`src/rtl/clkevt_pkg.sv`:
```
package clkevt_pkg;
  localparam int LANE_W    = 8;
  localparam int FLAG_N    = 8;
  localparam int MASKED_N  = 7;
  localparam int LANE_FLAG = 0;
  localparam int LANE_EN   = 1;
  localparam int LANE_CLR  = 2;

  typedef struct packed {
    logic                en_we;
    logic [MASKED_N-1:0] en_wdata;
    logic [FLAG_N-1:0]   clr;
  } wr_cmd_t;
endpackage

```
`src/rtl/clkevt_wr_decode.sv`:
```
module clkevt_wr_decode
  import clkevt_pkg::*;
#(
  parameter int              ADDR_W     = 6,
  parameter logic [ADDR_W-1:0] REG_OFFSET = 6'h08,
  parameter int              DATA_W     = 32,
  localparam int             BE_W       = DATA_W / LANE_W
) (
  input  logic [ADDR_W-1:0] addr,
  input  logic              wr,
  input  logic [BE_W-1:0]   be,
  input  logic [DATA_W-1:0] wdata,
  output logic              sel,
  output wr_cmd_t           cmd
);
  logic wr_hit;
  logic decode_unused;

  assign sel    = (addr[ADDR_W-1:2] == REG_OFFSET[ADDR_W-1:2]);
  assign wr_hit = wr && sel;

  always_comb begin
    cmd          = '0;
    cmd.en_we    = wr_hit && be[LANE_EN];
    cmd.en_wdata = wdata[LANE_EN*LANE_W +: MASKED_N];
    if (wr_hit && be[LANE_CLR])
      cmd.clr = wdata[LANE_CLR*LANE_W +: FLAG_N];
  end

  // flag lane and reserved lanes carry no meaning on a write
  assign decode_unused = ^{addr[1:0], be[LANE_FLAG], be[BE_W-1],
                           wdata[LANE_FLAG*LANE_W +: LANE_W],
                           wdata[LANE_EN*LANE_W + MASKED_N],
                           wdata[DATA_W-1:(LANE_CLR+1)*LANE_W]};
endmodule

```
`src/rtl/clkevt_flag_bank.sv`:
```
module clkevt_flag_bank #(
  parameter int N = 8
) (
  input  logic         clk,
  input  logic         rst,
  input  logic [N-1:0] set,
  input  logic [N-1:0] clr,
  output logic [N-1:0] flags
);
  for (genvar i = 0; i < N; i++) begin : g_flag
    always_ff @(posedge clk) begin
      if (rst)         flags[i] <= 1'b0;
      else if (set[i]) flags[i] <= 1'b1;
      else if (clr[i]) flags[i] <= 1'b0;
    end

    assert_evt_wins_R4: assert property (@(posedge clk) disable iff (rst)
      set[i] |=> flags[i]);
    assert_clear_R3: assert property (@(posedge clk) disable iff (rst)
      (clr[i] && !set[i]) |=> !flags[i]);
    assert_no_spurious_R7: assert property (@(posedge clk) disable iff (rst)
      (!set[i] && !flags[i]) |=> !flags[i]);
  end
endmodule

```
`src/rtl/clkevt_en_reg.sv`:
```
module clkevt_en_reg #(
  parameter int N = 7
) (
  input  logic         clk,
  input  logic         rst,
  input  logic         we,
  input  logic [N-1:0] wdata,
  output logic [N-1:0] en_q
);
  always_ff @(posedge clk) begin
    if (rst)     en_q <= '0;
    else if (we) en_q <= wdata;
  end

  assert_en_hold_R5: assert property (@(posedge clk) disable iff (rst)
    !we |=> $stable(en_q));
  assert_en_load_R5: assert property (@(posedge clk) disable iff (rst)
    we |=> (en_q == $past(wdata)));
endmodule

```
`src/rtl/clkevt_irq_out.sv`:
```
module clkevt_irq_out #(
  parameter int N_MASKED = 7
) (
  input  logic                clk,
  input  logic                rst,
  input  logic [N_MASKED:0]   flags,
  input  logic [N_MASKED-1:0] en,
  output logic                irq,
  output logic                stuck
);
  always_ff @(posedge clk) begin
    if (rst) begin
      irq   <= 1'b0;
      stuck <= 1'b0;
    end else begin
      irq   <= |(flags[N_MASKED-1:0] & en);
      stuck <= flags[N_MASKED];
    end
  end

  assert_irq_on_R9: assert property (@(posedge clk) disable iff (rst)
    (|(flags[N_MASKED-1:0] & en)) |=> irq);
  assert_irq_off_R9: assert property (@(posedge clk) disable iff (rst)
    !(|(flags[N_MASKED-1:0] & en)) |=> !irq);
  assert_stuck_on_R10: assert property (@(posedge clk) disable iff (rst)
    flags[N_MASKED] |=> stuck);
  assert_stuck_off_R10: assert property (@(posedge clk) disable iff (rst)
    !flags[N_MASKED] |=> !stuck);
endmodule

```
`src/rtl/clkevt_irq_regs.sv`:
```
module clkevt_irq_regs
  import clkevt_pkg::*;
#(
  parameter int                ADDR_W     = 6,
  parameter logic [ADDR_W-1:0] REG_OFFSET = 6'h08,
  parameter int                DATA_W     = 32,
  localparam int               BE_W       = DATA_W / LANE_W
) (
  input  logic              clk,
  input  logic              rst,
  input  logic [ADDR_W-1:0] reg_addr,
  input  logic              reg_wr,
  input  logic [BE_W-1:0]   reg_be,
  input  logic [DATA_W-1:0] reg_wdata,
  input  logic              reg_rd,
  output logic [DATA_W-1:0] reg_rdata,
  input  logic [FLAG_N-1:0] evt_in,
  output logic              evt_irq,
  output logic              stuck_irq
);
  wr_cmd_t             cmd;
  logic                sel;
  logic [FLAG_N-1:0]   flags;
  logic [MASKED_N-1:0] en_q;
  logic [DATA_W-1:0]   word;

  clkevt_wr_decode #(
    .ADDR_W(ADDR_W), .REG_OFFSET(REG_OFFSET), .DATA_W(DATA_W)
  ) u_dec (
    .addr(reg_addr), .wr(reg_wr), .be(reg_be), .wdata(reg_wdata),
    .sel(sel), .cmd(cmd)
  );

  clkevt_flag_bank #(.N(FLAG_N)) u_flags (
    .clk(clk), .rst(rst), .set(evt_in), .clr(cmd.clr), .flags(flags)
  );

  clkevt_en_reg #(.N(MASKED_N)) u_en (
    .clk(clk), .rst(rst), .we(cmd.en_we), .wdata(cmd.en_wdata), .en_q(en_q)
  );

  clkevt_irq_out #(.N_MASKED(MASKED_N)) u_out (
    .clk(clk), .rst(rst), .flags(flags), .en(en_q),
    .irq(evt_irq), .stuck(stuck_irq)
  );

  always_comb begin
    word = '0;
    word[LANE_FLAG*LANE_W +: FLAG_N] = flags;
    word[LANE_EN*LANE_W +: MASKED_N] = en_q;
  end

  always_ff @(posedge clk) begin
    if (rst)                reg_rdata <= '0;
    else if (reg_rd && sel) reg_rdata <= word;
    else                    reg_rdata <= '0;
  end

  assert_reserved_zero_R8: assert property (@(posedge clk) disable iff (rst)
    reg_rdata[DATA_W-1:LANE_EN*LANE_W + MASKED_N] == '0);
  assert_idle_read_R11: assert property (@(posedge clk) disable iff (rst)
    !reg_rd |=> (reg_rdata == '0));
  assert_reset_quiet_R1: assert property (@(posedge clk)
    $past(rst) |-> (!evt_irq && !stuck_irq && reg_rdata == '0));
endmodule

```
`config.mk`:
```
export PLATFORM = sky130hd
export DESIGN_NAME = clkevt_irq_regs
export DESIGN_NICKNAME = d
export VERILOG_FILES = /design/src/rtl/clkevt_pkg.sv /design/src/rtl/clkevt_wr_decode.sv /design/src/rtl/clkevt_flag_bank.sv /design/src/rtl/clkevt_en_reg.sv /design/src/rtl/clkevt_irq_out.sv /design/src/rtl/clkevt_irq_regs.sv
export SDC_FILE = /design/constraint.sdc
export NUM_CORES = 1
export LEC_CHECK = 0
export BUFFER_PORTS_ARGS = -buffer_cell sky130_fd_sc_hd__buf_2
export CAP_MARGIN = 5
export CORE_MARGIN = 3
export CORE_UTILIZATION = 30
export DETAILED_ROUTE_END_ITERATION = 8
export PLACE_DENSITY = 0.6
export REMOVE_ABC_BUFFERS = 1
export SLEW_MARGIN = 25
export SYNTH_ARGS = -nofsm -noshare
export SYNTH_HDL_FRONTEND = slang
export SYNTH_SLANG_ARGS = --single-unit
```
`constraint.sdc`:
```
create_clock -name clk -period 1.2 [get_ports clk]
set_input_delay 0.12 -clock clk [delete_from_list [all_inputs] [get_ports clk]]
set_output_delay 0.12 -clock clk [all_outputs]
set_load 0.005 [all_outputs]
```
=== After elaboration in Yosys (flattened, before gate mapping) ===
Index checks and enable logic that the tools add are counted.

* Input bits: 54
* Register bits after elaboration: 49
* Logic and storage cells: 47
* Output and inout bits: 34

* Equal/unequal tests: 1
* Mux-type cells: 17
* Reductions and logical operators: 14
* Bitwise logic cells: 2

{| class="wikitable"
|+ Operators by type and width
! cell !! number
|-
| 1-bit two-way mux || 16
|-
| 2-bit nonzero test || 8
|-
| 8-bit two-way mux || 1
|-
| 7-bit bitwise AND || 1
|-
| 7-bit OR reduction || 1
|-
| 4-bit by 2-bit == test with 1-bit output (second input constant) || 1
|-
| 1-bit logical AND || 4
|-
| 2-bit OR reduction || 1
|-
| 1-bit NOT || 1
|}

=== Depth between registers and ports, before layout ===
Gate-level depths: netlist of the first run.

* Depth after elaboration: 6
* Depth in mapped cells: 4
* Gate-level depth less buffers: 3

=== Hierarchy ===
From an unflattened synthesis of the first run, not the netlist that was laid out.

* Cell total of the unflattened synthesis: 131
* Area, all modules: 1457.6 um2

{| class="wikitable"
|+ By module, submodules not included
! module !! area each (um2) !! cells an instance !! times used
|-
| clkevt_irq_regs || 611.8 || 51 || 1
|-
| clkevt_flag_bank || 381.6 || 33 || 1
|-
| clkevt_en_reg || 247.7 || 22 || 1
|-
| clkevt_wr_decode || 138.9 || 18 || 1
|-
| clkevt_irq_out || 77.6 || 7 || 1
|}

=== Worst setup path before layout of the first run ===
Ideal clock, no wire load.

* Path type: input to register
* From: in reg_addr[5]
* To: reg u_en.en_q[0]
* Cell stages on the path: 4
* Data arrival time: 1.059 ns
* Setup slack: 0.070 ns
* Setup time: 0.072 ns
* Path buffers: 1
* Path through: nor4b_4 > and3_1 > buf_6 > mux2i_1

* Longest elaborated chain between the ends: 3

{| class="wikitable"
|+ RTL lines
! item !! line !! text
|-
| from (decl) || clkevt_irq_regs.sv:11 || <nowiki>input logic [ADDR_W-1:0] reg_addr,</nowiki>
|-
| 4-bit by 2-bit == test with 1-bit output || clkevt_wr_decode.sv:19 || <nowiki>assign sel = (addr[ADDR_W-1:2] == REG_OFFSET[ADDR_W-1:2]);</nowiki>
|-
| 1-bit logical AND || clkevt_wr_decode.sv:20 || <nowiki>assign wr_hit = wr && sel;</nowiki>
|-
| 1-bit logical AND || clkevt_wr_decode.sv:24 || <nowiki>cmd.en_we = wr_hit && be[LANE_EN];</nowiki>
|-
| to (signal assigned) || clkevt_en_reg.sv:12 || <nowiki>else if (we) en_q <= wdata;</nowiki>
|-
| to (decl) || clkevt_en_reg.sv:8 || <nowiki>output logic [N-1:0] en_q</nowiki>
|}

No other way between the ends.
A chain may end at the register's enable or synchronous reset.

=== Worst setup path in the final report of the first run ===
Same ends and word-level chain as after synthesis.

==> impl_metrics.xml, run 1 <==
<?xml version="1.0" encoding="UTF-8"?>
<metrics>
  <group name="synth">
    <metric name="yosys-top-cells-count" unit="">sky130_fd_sc_hd__dfxtp_1, sky130_fd_sc_hd__buf_4, sky130_fd_sc_hd__and2_1</metric>
    <metric name="synth.distinct_cells" unit="">17</metric>
    <metric name="mappedNetlistArea" unit="mm2">0.00130</metric>
    <metric name="post_synth_edffs" unit="">0</metric>
    <metric name="async_flop_share" unit="">0</metric>
    <metric name="dominantRegCellSynth" unit="">sky130_fd_sc_hd__dfxtp_1</metric>
    <metric name="syn_avg_cell_area" unit="um2">10.5</metric>
    <metric name="synth_largest_area_cell" unit="">sky130_fd_sc_hd__dfxtp_1</metric>
    <metric name="yosys_warnings" unit="">0</metric>
    <metric name="synthDominantCellAreaShare" unit="">0.491</metric>
    <metric name="post_synth_inst_count" unit="">124</metric>
    <metric name="yosysSeqAreaShare" unit="">0.491</metric>
    <metric name="cell_types_with_the_largest_area_share_after_synthesis" unit="">sky130_fd_sc_hd__dfxtp_1, sky130_fd_sc_hd__buf_4, sky130_fd_sc_hd__and2_1, sky130_fd_sc_hd__nand2b_1, sky130_fd_sc_hd__mux2i_1</metric>
    <metric name="ys_seq_elements" unit="">32</metric>
    <metric name="synthMostInstantiatedCell" unit="">sky130_fd_sc_hd__dfxtp_1</metric>
  </group>
  <group name="power">
    <metric name="total_leakage_power" unit="uW">0.000781</metric>
    <metric name="cellPowerDensity" unit="mW/mm2">1360</metric>
    <metric name="vdd_ir_drop_max" unit="mV">0.346</metric>
    <metric name="post-layout-total-power" unit="uW">2260</metric>
  </group>
  <group name="cts">
    <metric name="cts-resized-gates" unit="">0</metric>
    <metric name="insertion_delay" unit="ps">280</metric>
    <metric name="cts_buffer_depth" unit="">2</metric>
    <metric name="cts_setup_buffers" unit="">0</metric>
    <metric name="tritoncts_clock_tree" unit="">done</metric>
    <metric name="clk_transition_reported_paths" unit="ps">70</metric>
    <metric name="tritoncts_num_sinks" unit="">32</metric>
    <metric name="h-tree-depth" unit="">2</metric>
    <metric name="cts_root_buffer" unit="">sky130_fd_sc_hd__clkbuf_8</metric>
    <metric name="cts_hold_buf" unit="">0</metric>
    <metric name="num_cts_buffers" unit="">5</metric>
  </group>
  <group name="grt">
    <metric name="vias_in_the_first_global_route" unit="">837</metric>
    <metric name="track_usage" unit="">0.105</metric>
    <metric name="grt_start_max_net_pins" unit="">25</metric>
    <metric name="grt_remaining_overflow" unit="">0</metric>
    <metric name="first_pass_grt_wire_length" unit="um">4010</metric>
    <metric name="grt_antenna_before_repair" unit="">0</metric>
  </group>
  <group name="sta">
    <metric name="final-hold-violation-count" unit="">0</metric>
    <metric name="fin_crit_sh" unit="">0.798</metric>
    <metric name="setup-violations-final" unit="">0</metric>
    <metric name="finalWorstPathRequiredPeriod" unit="ps">957</metric>
    <metric name="finClkSkew" unit="ps">7.10</metric>
    <metric name="setup_tns" unit="ps">0</metric>
    <metric name="fmax" unit="MHz">1040</metric>
    <metric name="final-max-slew-violation-count" unit="">0</metric>
    <metric name="grt_setup_unrepaired" unit="">no</metric>
  </group>
  <group name="final_layout">
    <metric name="register_area" unit="um2">641</metric>
    <metric name="num_antenna_cells" unit="">0</metric>
    <metric name="fraction_of_layout_cells_with_a_size_suffix_above_1" unit="">0.346</metric>
    <metric name="fillCellCount" unit="">434</metric>
    <metric name="layout-area-overhead-vs-synth" unit="%">27.4</metric>
    <metric name="final_area" unit="mm2">0.00166</metric>
    <metric name="final_net_count" unit="">232</metric>
    <metric name="area_taken_by_multi_input_logic_gates" unit="um2">562</metric>
  </group>
  <group name="floorplanning">
    <metric name="die_width" unit="um">71.9</metric>
    <metric name="design.core.area" unit="mm2">0.00409</metric>
    <metric name="placementRows" unit="">23</metric>
    <metric name="die_area" unit="mm2">0.00517</metric>
    <metric name="io_pins" unit="">88</metric>
    <metric name="floorplan.initialDensity" unit="">0.319</metric>
    <metric name="die_h" unit="um">71.9</metric>
  </group>
  <group name="drt">
    <metric name="drc" unit="">0</metric>
    <metric name="router_iterations_before_antenna_repair" unit="">4</metric>
    <metric name="vias" unit="">965</metric>
    <metric name="post_drt_via_cell_ratio" unit="">4.21</metric>
    <metric name="detail_route.wirelength" unit="um">2630</metric>
    <metric name="detailedRoute.firstIterationViolations" unit="">27</metric>
    <metric name="ant_nets" unit="">0</metric>
    <metric name="detail_route.wl_per_cell" unit="um">11.5</metric>
  </group>
  <group name="setup_path">
    <metric name="timing.critical_path.arrival" unit="ps">1170</metric>
    <metric name="critical_path.max_fanout" unit="">7</metric>
    <metric name="cp.required" unit="ps">1410</metric>
    <metric name="worst_setup_path_end_kind" unit="">flop</metric>
    <metric name="critPathLaunchType" unit="">input port</metric>
    <metric name="crit_path_category" unit="">in -&gt; reg</metric>
  </group>
  <group name="place">
    <metric name="detailed_place_hpwl" unit="um">1990</metric>
    <metric name="port-buffer-count" unit="">49</metric>
    <metric name="postPlaceCellArea" unit="mm2">0.00155</metric>
    <metric name="gp_routability_congestion" unit="">0.676</metric>
  </group>
  <group name="run_status">
    <metric name="status" unit="">completed</metric>
  </group>
  <group name="run">
    <metric name="maxCapViolations" unit="">0</metric>
  </group>
  <group name="min_path">
    <metric name="holdCritPathClass" unit="">in -&gt; reg</metric>
  </group>
</metrics>
## stage by stage
step / util / worst slack [ps] / hold slack [ps] / cells
finish: 0.406 / 243 / 97.9 / 229
global route: 0.406 / 169 / 96.3 / 229
CTS: 0.406 / 229 / 94.6 / 229
detailed placement: 0.380 / -69.5 / 391 / 221
global placement: 0.380 / -35.3 / 391 / 221
floorplan: - / -38.1 / 189 / 118
## sequential cells by signal, indices dropped and copies added, names as in the netlist
name,count
reg_rdata,15
u_en.en_q,7
u_flags.flags,8
u_out.irq,1
u_out.stuck,1
## cell type report
| type | count | area share |
|---|---|---|
| Timing Repair Buffer | 53 | 0.173 |
| Clock inverter | 2 | 0.0211 |
| Tap cell | 50 | 0.0377 |
| Sequential cell | 32 | 0.386 |
| Multi-Input combinational cell | 86 | 0.338 |
| Clock buffer | 6 | 0.0437 |
## routing by layer
| layer | vias to the layer above | wire [um] | track usage |
|---|---|---|---|
| li1 | 490 | - | - |
| met1 | 424 | 1200 | 0.140 |
| met3 | 5 | 250 | 0.0346 |
| met2 | 46 | 1140 | 0.149 |
| met4 | 0 | 47 | 0.0564 |
| met5 | - | 0 | 0 |
## worst max-delay path: stages
cell	delay (ps)
sky130_fd_sc_hd__buf_2	110
sky130_fd_sc_hd__nor4b_4	360
sky130_fd_sc_hd__and3_1	250
sky130_fd_sc_hd__buf_12	140
sky130_fd_sc_hd__mux2i_1	170
## report_power, final
| group | internal [uW] | total [uW] | switching, uW |
|---|---|---|---|
| clock network | 616 | 999 | 383 |
| registers | 1090 | 1100 | 15.1 |
| logic | 84.3 | 156 | 71.7 |
| total | 1790 | 2260 | 470 |
## cells by family (layout without fill, tap and decap cells)
family,count (synthesis),count (layout),share of synthesized area
simple gates,42,42,0.220
flops,32,32,0.491
buf+inv,22,61,0.124
compound gates,20,20,0.108
mux,7,7,0.0537
other cells,1,17,0.00288
## cell usage in the layout, fill, tap and decap left out, drive strengths merged
master,Yosys,layout
bufinv,0,1
o21bai,8,8
a222oi,1,1
buf,20,53
nor4b,1,1
conb,1,17
clkinv,0,1
nand2b,14,14
and3b,1,1
a31oi,9,9
and2,16,16
mux2i,7,7
clkbuf,2,6
nor2b,9,9
and3,1,1
dfxtp,32,32
a22oi,2,2
## final timing paths
| path | start | end | slack, ps | cells past startpoint |
|---|---|---|---|---|
| setup / recovery | reg_addr[5] | u_en.en_q[0]$_SDFFE_PP0P_ | 240 | 5 |
| hold / removal | reg_wdata[9] | u_en.en_q[1]$_SDFFE_PP0P_ | 100 | 3 |
| setup reg to reg | u_en.en_q[0]$_SDFFE_PP0P_ | u_out.irq$_SDFF_PP0_ | 250 | 2 |
| hold reg to reg | u_flags.flags[7]$_SDFFE_PP0P_ | u_out.stuck$_SDFF_PP0_ | 480 | 1 |
(Power assumes the default switching activity.)
==> run 2, diff against run 1 <==
- clock period: 1.2 -> 0.85 ns (I/O delays scaled with it)
==> impl_metrics.xml, run 2 (synthesized netlist as in run 1, its figures left out) <==
<?xml version="1.0" encoding="UTF-8"?>
<metrics>
  <group name="final_layout">
    <metric name="layout-area-overhead-vs-synth" unit="%">30.1</metric>
    <metric name="largest_register_ff_count" unit="">15</metric>
    <metric name="final_net_count" unit="">240</metric>
    <metric name="reg_top3" unit="">reg_rdata: 15 flops, u_flags.flags: 8 flops, u_en.en_q: 7 flops</metric>
    <metric name="fraction_of_layout_cells_with_a_size_suffix_above_1" unit="">0.382</metric>
    <metric name="final_cell_mix" unit="">sky130_fd_sc_hd__buf_2, sky130_fd_sc_hd__dfxtp_1, sky130_fd_sc_hd__conb_1, sky130_fd_sc_hd__and2_1, sky130_fd_sc_hd__nand2b_1</metric>
    <metric name="number_of_standard_cells_in_the_layout_taps_in_and_fillers_out" unit="">236</metric>
    <metric name="num_antenna_cells" unit="">0</metric>
    <metric name="largest-register" unit="">reg_rdata</metric>
    <metric name="fillCellCount" unit="">433</metric>
    <metric name="layout.cells.most_common" unit="">sky130_fd_sc_hd__buf_2</metric>
  </group>
  <group name="min_path">
    <metric name="holdCritPathClass" unit="">in -&gt; reg</metric>
  </group>
  <group name="place">
    <metric name="detailed_place_hpwl" unit="um">2090</metric>
    <metric name="dp.cells" unit="">229</metric>
    <metric name="gp_routability_congestion" unit="">0.689</metric>
    <metric name="port-buffer-count" unit="">49</metric>
  </group>
  <group name="setup_path">
    <metric name="critical_path.max_fanout" unit="">2</metric>
    <metric name="critPathLaunchType" unit="">flop</metric>
    <metric name="worst_path_max_delay_cell" unit="">sky130_fd_sc_hd__a222oi_1</metric>
    <metric name="timing.critical_path.arrival" unit="ps">1100</metric>
    <metric name="max_stage_delay" unit="ps">370</metric>
    <metric name="cp.required" unit="ps">1000</metric>
    <metric name="crit_chain" unit="">a222oi_1 -&gt; a31oi_1</metric>
    <metric name="crit_path_category" unit="">reg -&gt; reg</metric>
    <metric name="worst_setup_path_end_kind" unit="">flop</metric>
  </group>
  <group name="cts">
    <metric name="tritoncts_num_sinks" unit="">32</metric>
    <metric name="cts_root_buffer" unit="">sky130_fd_sc_hd__clkbuf_8</metric>
    <metric name="insertion_delay" unit="ps">270</metric>
    <metric name="num_cts_buffers" unit="">5</metric>
    <metric name="h-tree-depth" unit="">2</metric>
    <metric name="clk_transition_reported_paths" unit="ps">60</metric>
    <metric name="tritoncts_clock_tree" unit="">done</metric>
    <metric name="cts_buffer_depth" unit="">2</metric>
    <metric name="cts_hold_buf" unit="">0</metric>
  </group>
  <group name="grt">
    <metric name="grt_antenna_before_repair" unit="">0</metric>
    <metric name="track_usage" unit="">0.106</metric>
    <metric name="vias_in_the_first_global_route" unit="">930</metric>
    <metric name="grt_start_max_net_pins" unit="">23</metric>
    <metric name="first_pass_grt_wire_length" unit="um">4140</metric>
    <metric name="grt_remaining_overflow" unit="">0</metric>
  </group>
  <group name="drt">
    <metric name="post_drt_via_cell_ratio" unit="">4.18</metric>
    <metric name="vias" unit="">987</metric>
    <metric name="router_iterations_before_antenna_repair" unit="">4</metric>
    <metric name="detail_route.wirelength" unit="um">2600</metric>
    <metric name="drc" unit="">0</metric>
    <metric name="ant_nets" unit="">0</metric>
    <metric name="detailedRoute.firstIterationViolations" unit="">24</metric>
    <metric name="detail_route.wl_per_cell" unit="um">11.0</metric>
  </group>
  <group name="power">
    <metric name="comb_power_share" unit="">0.088</metric>
    <metric name="p_switching" unit="uW">632</metric>
    <metric name="power.switching_fraction" unit="">0.221</metric>
    <metric name="power.internal" unit="uW">2230</metric>
    <metric name="post-layout-total-power" unit="uW">2870</metric>
    <metric name="vdd_ir_drop_max" unit="mV">0.495</metric>
    <metric name="cellPowerDensity" unit="mW/mm2">1690</metric>
    <metric name="total_leakage_power" unit="uW">0.000808</metric>
    <metric name="seq_power_share" unit="">0.542</metric>
    <metric name="pwr-share-clk" unit="">0.370</metric>
  </group>
  <group name="sta">
    <metric name="setup-violations-final" unit="">1</metric>
    <metric name="postLayoutSetupSlackWorst" unit="ps">-97.7</metric>
    <metric name="fin_crit_sh" unit="">1.11</metric>
    <metric name="final-hold-violation-count" unit="">0</metric>
    <metric name="fmax" unit="MHz">1060</metric>
    <metric name="finClkSkew" unit="ps">2.14</metric>
    <metric name="grt_setup_unrepaired" unit="">yes</metric>
    <metric name="finalWorstPathRequiredPeriod" unit="ps">948</metric>
    <metric name="final-max-slew-violation-count" unit="">0</metric>
  </group>
  <group name="run">
    <metric name="maxCapViolations" unit="">0</metric>
  </group>
  <group name="run_status">
    <metric name="status" unit="">finished with violations</metric>
    <metric name="failed_checks" unit="">negative setup slack</metric>
  </group>
  <group name="floorplanning">
    <metric name="floorplan.initialDensity" unit="">0.319</metric>
    <metric name="die_width" unit="um">71.9</metric>
    <metric name="die_area" unit="mm2">0.00517</metric>
    <metric name="die_h" unit="um">71.9</metric>
    <metric name="design.core.area" unit="mm2">0.00409</metric>
    <metric name="placementRows" unit="">23</metric>
    <metric name="io_pins" unit="">88</metric>
  </group>
</metrics>
[run 2: critical path, delay by kind of cell, from the launching register on]
| family | cells | cell delay [ps] |
|---|---|---|
| flip-flops | 1 | 320 |
| AO/OA/AOI/OAI | 2 | 510 |
[run 2: layout make-up]
class,instances,area (um2),share of cell area
tap,50,62.6,0.0369
timing repair buffer,61,348,0.205
sequential,32,642,0.378
multi-input combinational,86,567,0.334
clock inverter,1,5.00,0.00295
clock buffer,6,72.6,0.0428
[run 2: through the flow]
stage               utilization  setup TNS [ps]  hold slack, ps  setup WS, ps  instance area, um2
floorplan                     -           -4770             154          -353                1200
global placement          0.395           -5580             327          -284                1610
detailed placement        0.395           -7040             331          -362                1610
CTS                       0.413            -124            32.9          -109                1690
global route              0.415            -354            57.2          -150                1700
finish                    0.415           -97.7            42.9         -97.7                1700
[run 2: what timing repair did]
action / in CTS / in global routing
endpoints found under the hold margin: 0 / 0
gates cloned: 0 / 0
setup endpoints to repair: 8 / 22
gates resized for setup: 3 / 1
pin swaps: 4 / 4
setup buffers: 0 / 1
[run 2: metal layers]
| layer | vias to the layer above | GRT usage | wire [um] |
|---|---|---|---|
| met1 | 436 | 0.142 | 1190 |
| met5 | - | 0 | 0 |
| met4 | 0 | 0.0501 | 39 |
| met2 | 46 | 0.153 | 1140 |
| li1 | 500 | - | - |
| met3 | 5 | 0.0360 | 234 |
[run 2: final timing paths]
path / slack [ps] / start / cells past startpoint / end
worst min register to register: 470 / u_flags.flags[7]$_SDFFE_PP0P_ / 1 / u_out.stuck$_SDFF_PP0_
worst max-delay path: -100 / u_en.en_q[0]$_SDFFE_PP0P_ / 2 / u_out.irq$_SDFF_PP0_
worst min-delay path: 40 / rst / 2 / u_out.stuck$_SDFF_PP0_
worst max register to register: -100 / u_en.en_q[0]$_SDFFE_PP0P_ / 2 / u_out.irq$_SDFF_PP0_
[run 2: power groups by stage]
stage	Clock, uW	Combinational [uW]	Sequential (uW)
finish	1060	251	1550
global route	1170	282	1560
CTS	1110	251	1550
detailed placement	0	246	1590
global placement	0	247	1590
floorplan	0	100	1580
==> run 3, diff against run 2 <==
- CORE_MARGIN: 3 -> unset
- CORE_UTILIZATION: 30 -> 37
- PLACE_DENSITY: 0.6 -> 0.81
==> impl_metrics.xml, run 3 (synthesized netlist as in run 1, its figures left out) <==
<?xml version="1.0" encoding="UTF-8"?>
<metrics>
  <group name="power">
    <metric name="p_switching" unit="uW">626</metric>
    <metric name="comb_power_share" unit="">0.095</metric>
    <metric name="vdd_ir_drop_max" unit="mV">0.654</metric>
    <metric name="seq_power_share" unit="">0.576</metric>
    <metric name="pwr-share-clk" unit="">0.329</metric>
    <metric name="cellPowerDensity" unit="mW/mm2">1570</metric>
    <metric name="power.switching_fraction" unit="">0.232</metric>
    <metric name="total_leakage_power" unit="uW">0.000814</metric>
    <metric name="power.internal" unit="uW">2070</metric>
    <metric name="post-layout-total-power" unit="uW">2700</metric>
  </group>
  <group name="drt">
    <metric name="vias" unit="">1027</metric>
    <metric name="router_iterations_before_antenna_repair" unit="">4</metric>
    <metric name="detailedRoute.firstIterationViolations" unit="">54</metric>
    <metric name="ant_nets" unit="">0</metric>
    <metric name="drc" unit="">0</metric>
    <metric name="detail_route.wl_per_cell" unit="um">10.7</metric>
    <metric name="post_drt_via_cell_ratio" unit="">4.37</metric>
    <metric name="detail_route.wirelength" unit="um">2520</metric>
  </group>
  <group name="floorplanning">
    <metric name="floorplan.initialDensity" unit="">0.388</metric>
    <metric name="io_pins" unit="">88</metric>
    <metric name="design.core.area" unit="mm2">0.00336</metric>
    <metric name="die_area" unit="mm2">0.00377</metric>
    <metric name="die_width" unit="um">61.4</metric>
    <metric name="placementRows" unit="">21</metric>
    <metric name="die_h" unit="um">61.4</metric>
  </group>
  <group name="grt">
    <metric name="grt_start_max_net_pins" unit="">22</metric>
    <metric name="grt_remaining_overflow" unit="">0</metric>
    <metric name="vias_in_the_first_global_route" unit="">906</metric>
    <metric name="grt_antenna_before_repair" unit="">0</metric>
    <metric name="first_pass_grt_wire_length" unit="um">3820</metric>
    <metric name="track_usage" unit="">0.146</metric>
  </group>
  <group name="sta">
    <metric name="final-hold-violation-count" unit="">0</metric>
    <metric name="finalWorstPathRequiredPeriod" unit="ps">955</metric>
    <metric name="finClkSkew" unit="ps">10.9</metric>
    <metric name="fmax" unit="MHz">1050</metric>
    <metric name="final-max-slew-violation-count" unit="">0</metric>
    <metric name="postLayoutSetupSlackWorst" unit="ps">-105</metric>
    <metric name="fin_crit_sh" unit="">1.12</metric>
    <metric name="setup_tns" unit="ps">-108</metric>
    <metric name="setup-violations-final" unit="">2</metric>
    <metric name="grt_setup_unrepaired" unit="">yes</metric>
  </group>
  <group name="setup_path">
    <metric name="crit_path_category" unit="">reg -&gt; reg</metric>
    <metric name="crit_chain" unit="">a222oi_1 -&gt; a31oi_1</metric>
    <metric name="critical_path.max_fanout" unit="">2</metric>
    <metric name="worstSetupStartpoint" unit="">u_flags.flags[0]$_SDFFE_PP0P_</metric>
    <metric name="max_stage_delay" unit="ps">360</metric>
    <metric name="critical_path.top_delay_family" unit="">compound AO/OA/AOI/OAI gates</metric>
    <metric name="worst_setup_path_end_kind" unit="">flop</metric>
    <metric name="critPathLaunchType" unit="">flop</metric>
    <metric name="timing.critical_path.buf_inv" unit="">0</metric>
    <metric name="r2r_setup_slack" unit="ps">-110</metric>
    <metric name="r2r_start" unit="">u_flags.flags[0]$_SDFFE_PP0P_</metric>
    <metric name="timing.critical_path.arrival" unit="ps">1150</metric>
    <metric name="worst_path_max_delay_cell" unit="">sky130_fd_sc_hd__a222oi_1</metric>
    <metric name="cp.required" unit="ps">1040</metric>
  </group>
  <group name="final_layout">
    <metric name="largest-register" unit="">reg_rdata</metric>
    <metric name="final_area" unit="mm2">0.00172</metric>
    <metric name="reg_top3" unit="">reg_rdata: 15 flops, u_flags.flags: 8 flops, u_en.en_q: 7 flops</metric>
    <metric name="fraction_of_layout_cells_with_a_size_suffix_above_1" unit="">0.397</metric>
    <metric name="number_of_standard_cells_in_the_layout_taps_in_and_fillers_out" unit="">235</metric>
    <metric name="layout.cells.most_common" unit="">sky130_fd_sc_hd__buf_2</metric>
    <metric name="num_antenna_cells" unit="">0</metric>
    <metric name="layout-area-overhead-vs-synth" unit="%">32.0</metric>
    <metric name="final_cell_mix" unit="">sky130_fd_sc_hd__buf_2, sky130_fd_sc_hd__dfxtp_1, sky130_fd_sc_hd__conb_1, sky130_fd_sc_hd__and2_1, sky130_fd_sc_hd__nand2b_1</metric>
    <metric name="largest_register_ff_count" unit="">15</metric>
    <metric name="final_net_count" unit="">242</metric>
  </group>
  <group name="cts">
    <metric name="cts_buffer_depth" unit="">2</metric>
    <metric name="h-tree-depth" unit="">2</metric>
    <metric name="cts_root_buffer" unit="">sky130_fd_sc_hd__clkbuf_4</metric>
    <metric name="insertion_delay" unit="ps">330</metric>
    <metric name="num_cts_buffers" unit="">5</metric>
    <metric name="tritoncts_num_sinks" unit="">32</metric>
    <metric name="clk_transition_reported_paths" unit="ps">100</metric>
    <metric name="tritoncts_clock_tree" unit="">done</metric>
  </group>
  <group name="min_path">
    <metric name="holdCritPathClass" unit="">in -&gt; reg</metric>
    <metric name="hp-start" unit="">reg_wdata[11]</metric>
  </group>
  <group name="place">
    <metric name="port-buffer-count" unit="">49</metric>
    <metric name="postPlaceCellArea" unit="mm2">0.00160</metric>
    <metric name="gp_routability_congestion" unit="">0.717</metric>
    <metric name="detailed_place_hpwl" unit="um">1890</metric>
    <metric name="pre_cts_slack" unit="ps">-322</metric>
    <metric name="dp.cells" unit="">224</metric>
  </group>
  <group name="run_status">
    <metric name="failed_checks" unit="">negative setup slack</metric>
    <metric name="status" unit="">finished with violations</metric>
  </group>
  <group name="run">
    <metric name="maxCapViolations" unit="">0</metric>
  </group>
</metrics>
[run 3: metrics by stage]
stage / util / hold WS, ps
2_1_floorplan: - / 154
3_3_place_gp: 0.476 / 344
4_1_cts: 0.494 / 1.61
3_5_place_dp: 0.476 / 355
6_report: 0.512 / 8.49
5_1_grt: 0.512 / 2.21
[run 3: worst paths after layout]
path / end / depth (start not counted)
worst min-delay path: u_en.en_q[3]$_SDFFE_PP0P_ / 3
worst max-delay path: u_out.irq$_SDFF_PP0_ / 2
worst max register to register: u_out.irq$_SDFF_PP0_ / 2
worst min register to register: u_out.stuck$_SDFF_PP0_ / 1
[run 3: layer usage]
layer  vias to the layer above  share of wire  GRT usage  wire [um]
met4                         0         0.0068     0.0476         17
met1                       463           0.43      0.166       1090
li1                        508              -          -          -
met5                         -              0          0          0
met2                        53           0.47      0.247       1180
met3                         3          0.089     0.0630        224
[run 3: worst min-delay path: stages]
cell and delay (ps):
sky130_fd_sc_hd__buf_2 100, sky130_fd_sc_hd__nand2b_1 60, sky130_fd_sc_hd__mux2i_1 60
[run 3: power groups by stage]
stage,clock (uW),combinational [uW],sequential [uW]
6_report,888,255,1550
5_1_grt,1000,284,1560
4_1_cts,914,244,1550
3_5_place_dp,0,243,1590
3_3_place_gp,0,240,1590
2_1_floorplan,0,100,1580
[run 3: layout make-up]
type                    count  area (um2)
fillers                   351        1640
flip-flops and latches     32         646
multi-input cells          86         567
repair buffers             63         389
well taps                  46        57.6
clock buffers               6        51.3
clock inverters             2        10.0
[run 3: timing repair]
| item | in CTS | in global routing |
|---|---|---|
| pin swaps | 2 | 0 |
| setup buffers | 0 | 0 |
| hold endpoints to repair | 0 | 3 |
| hold buffers | 0 | 3 |
| setup endpoints to repair | 7 | 19 |
| resized for setup | 1 | 7 |
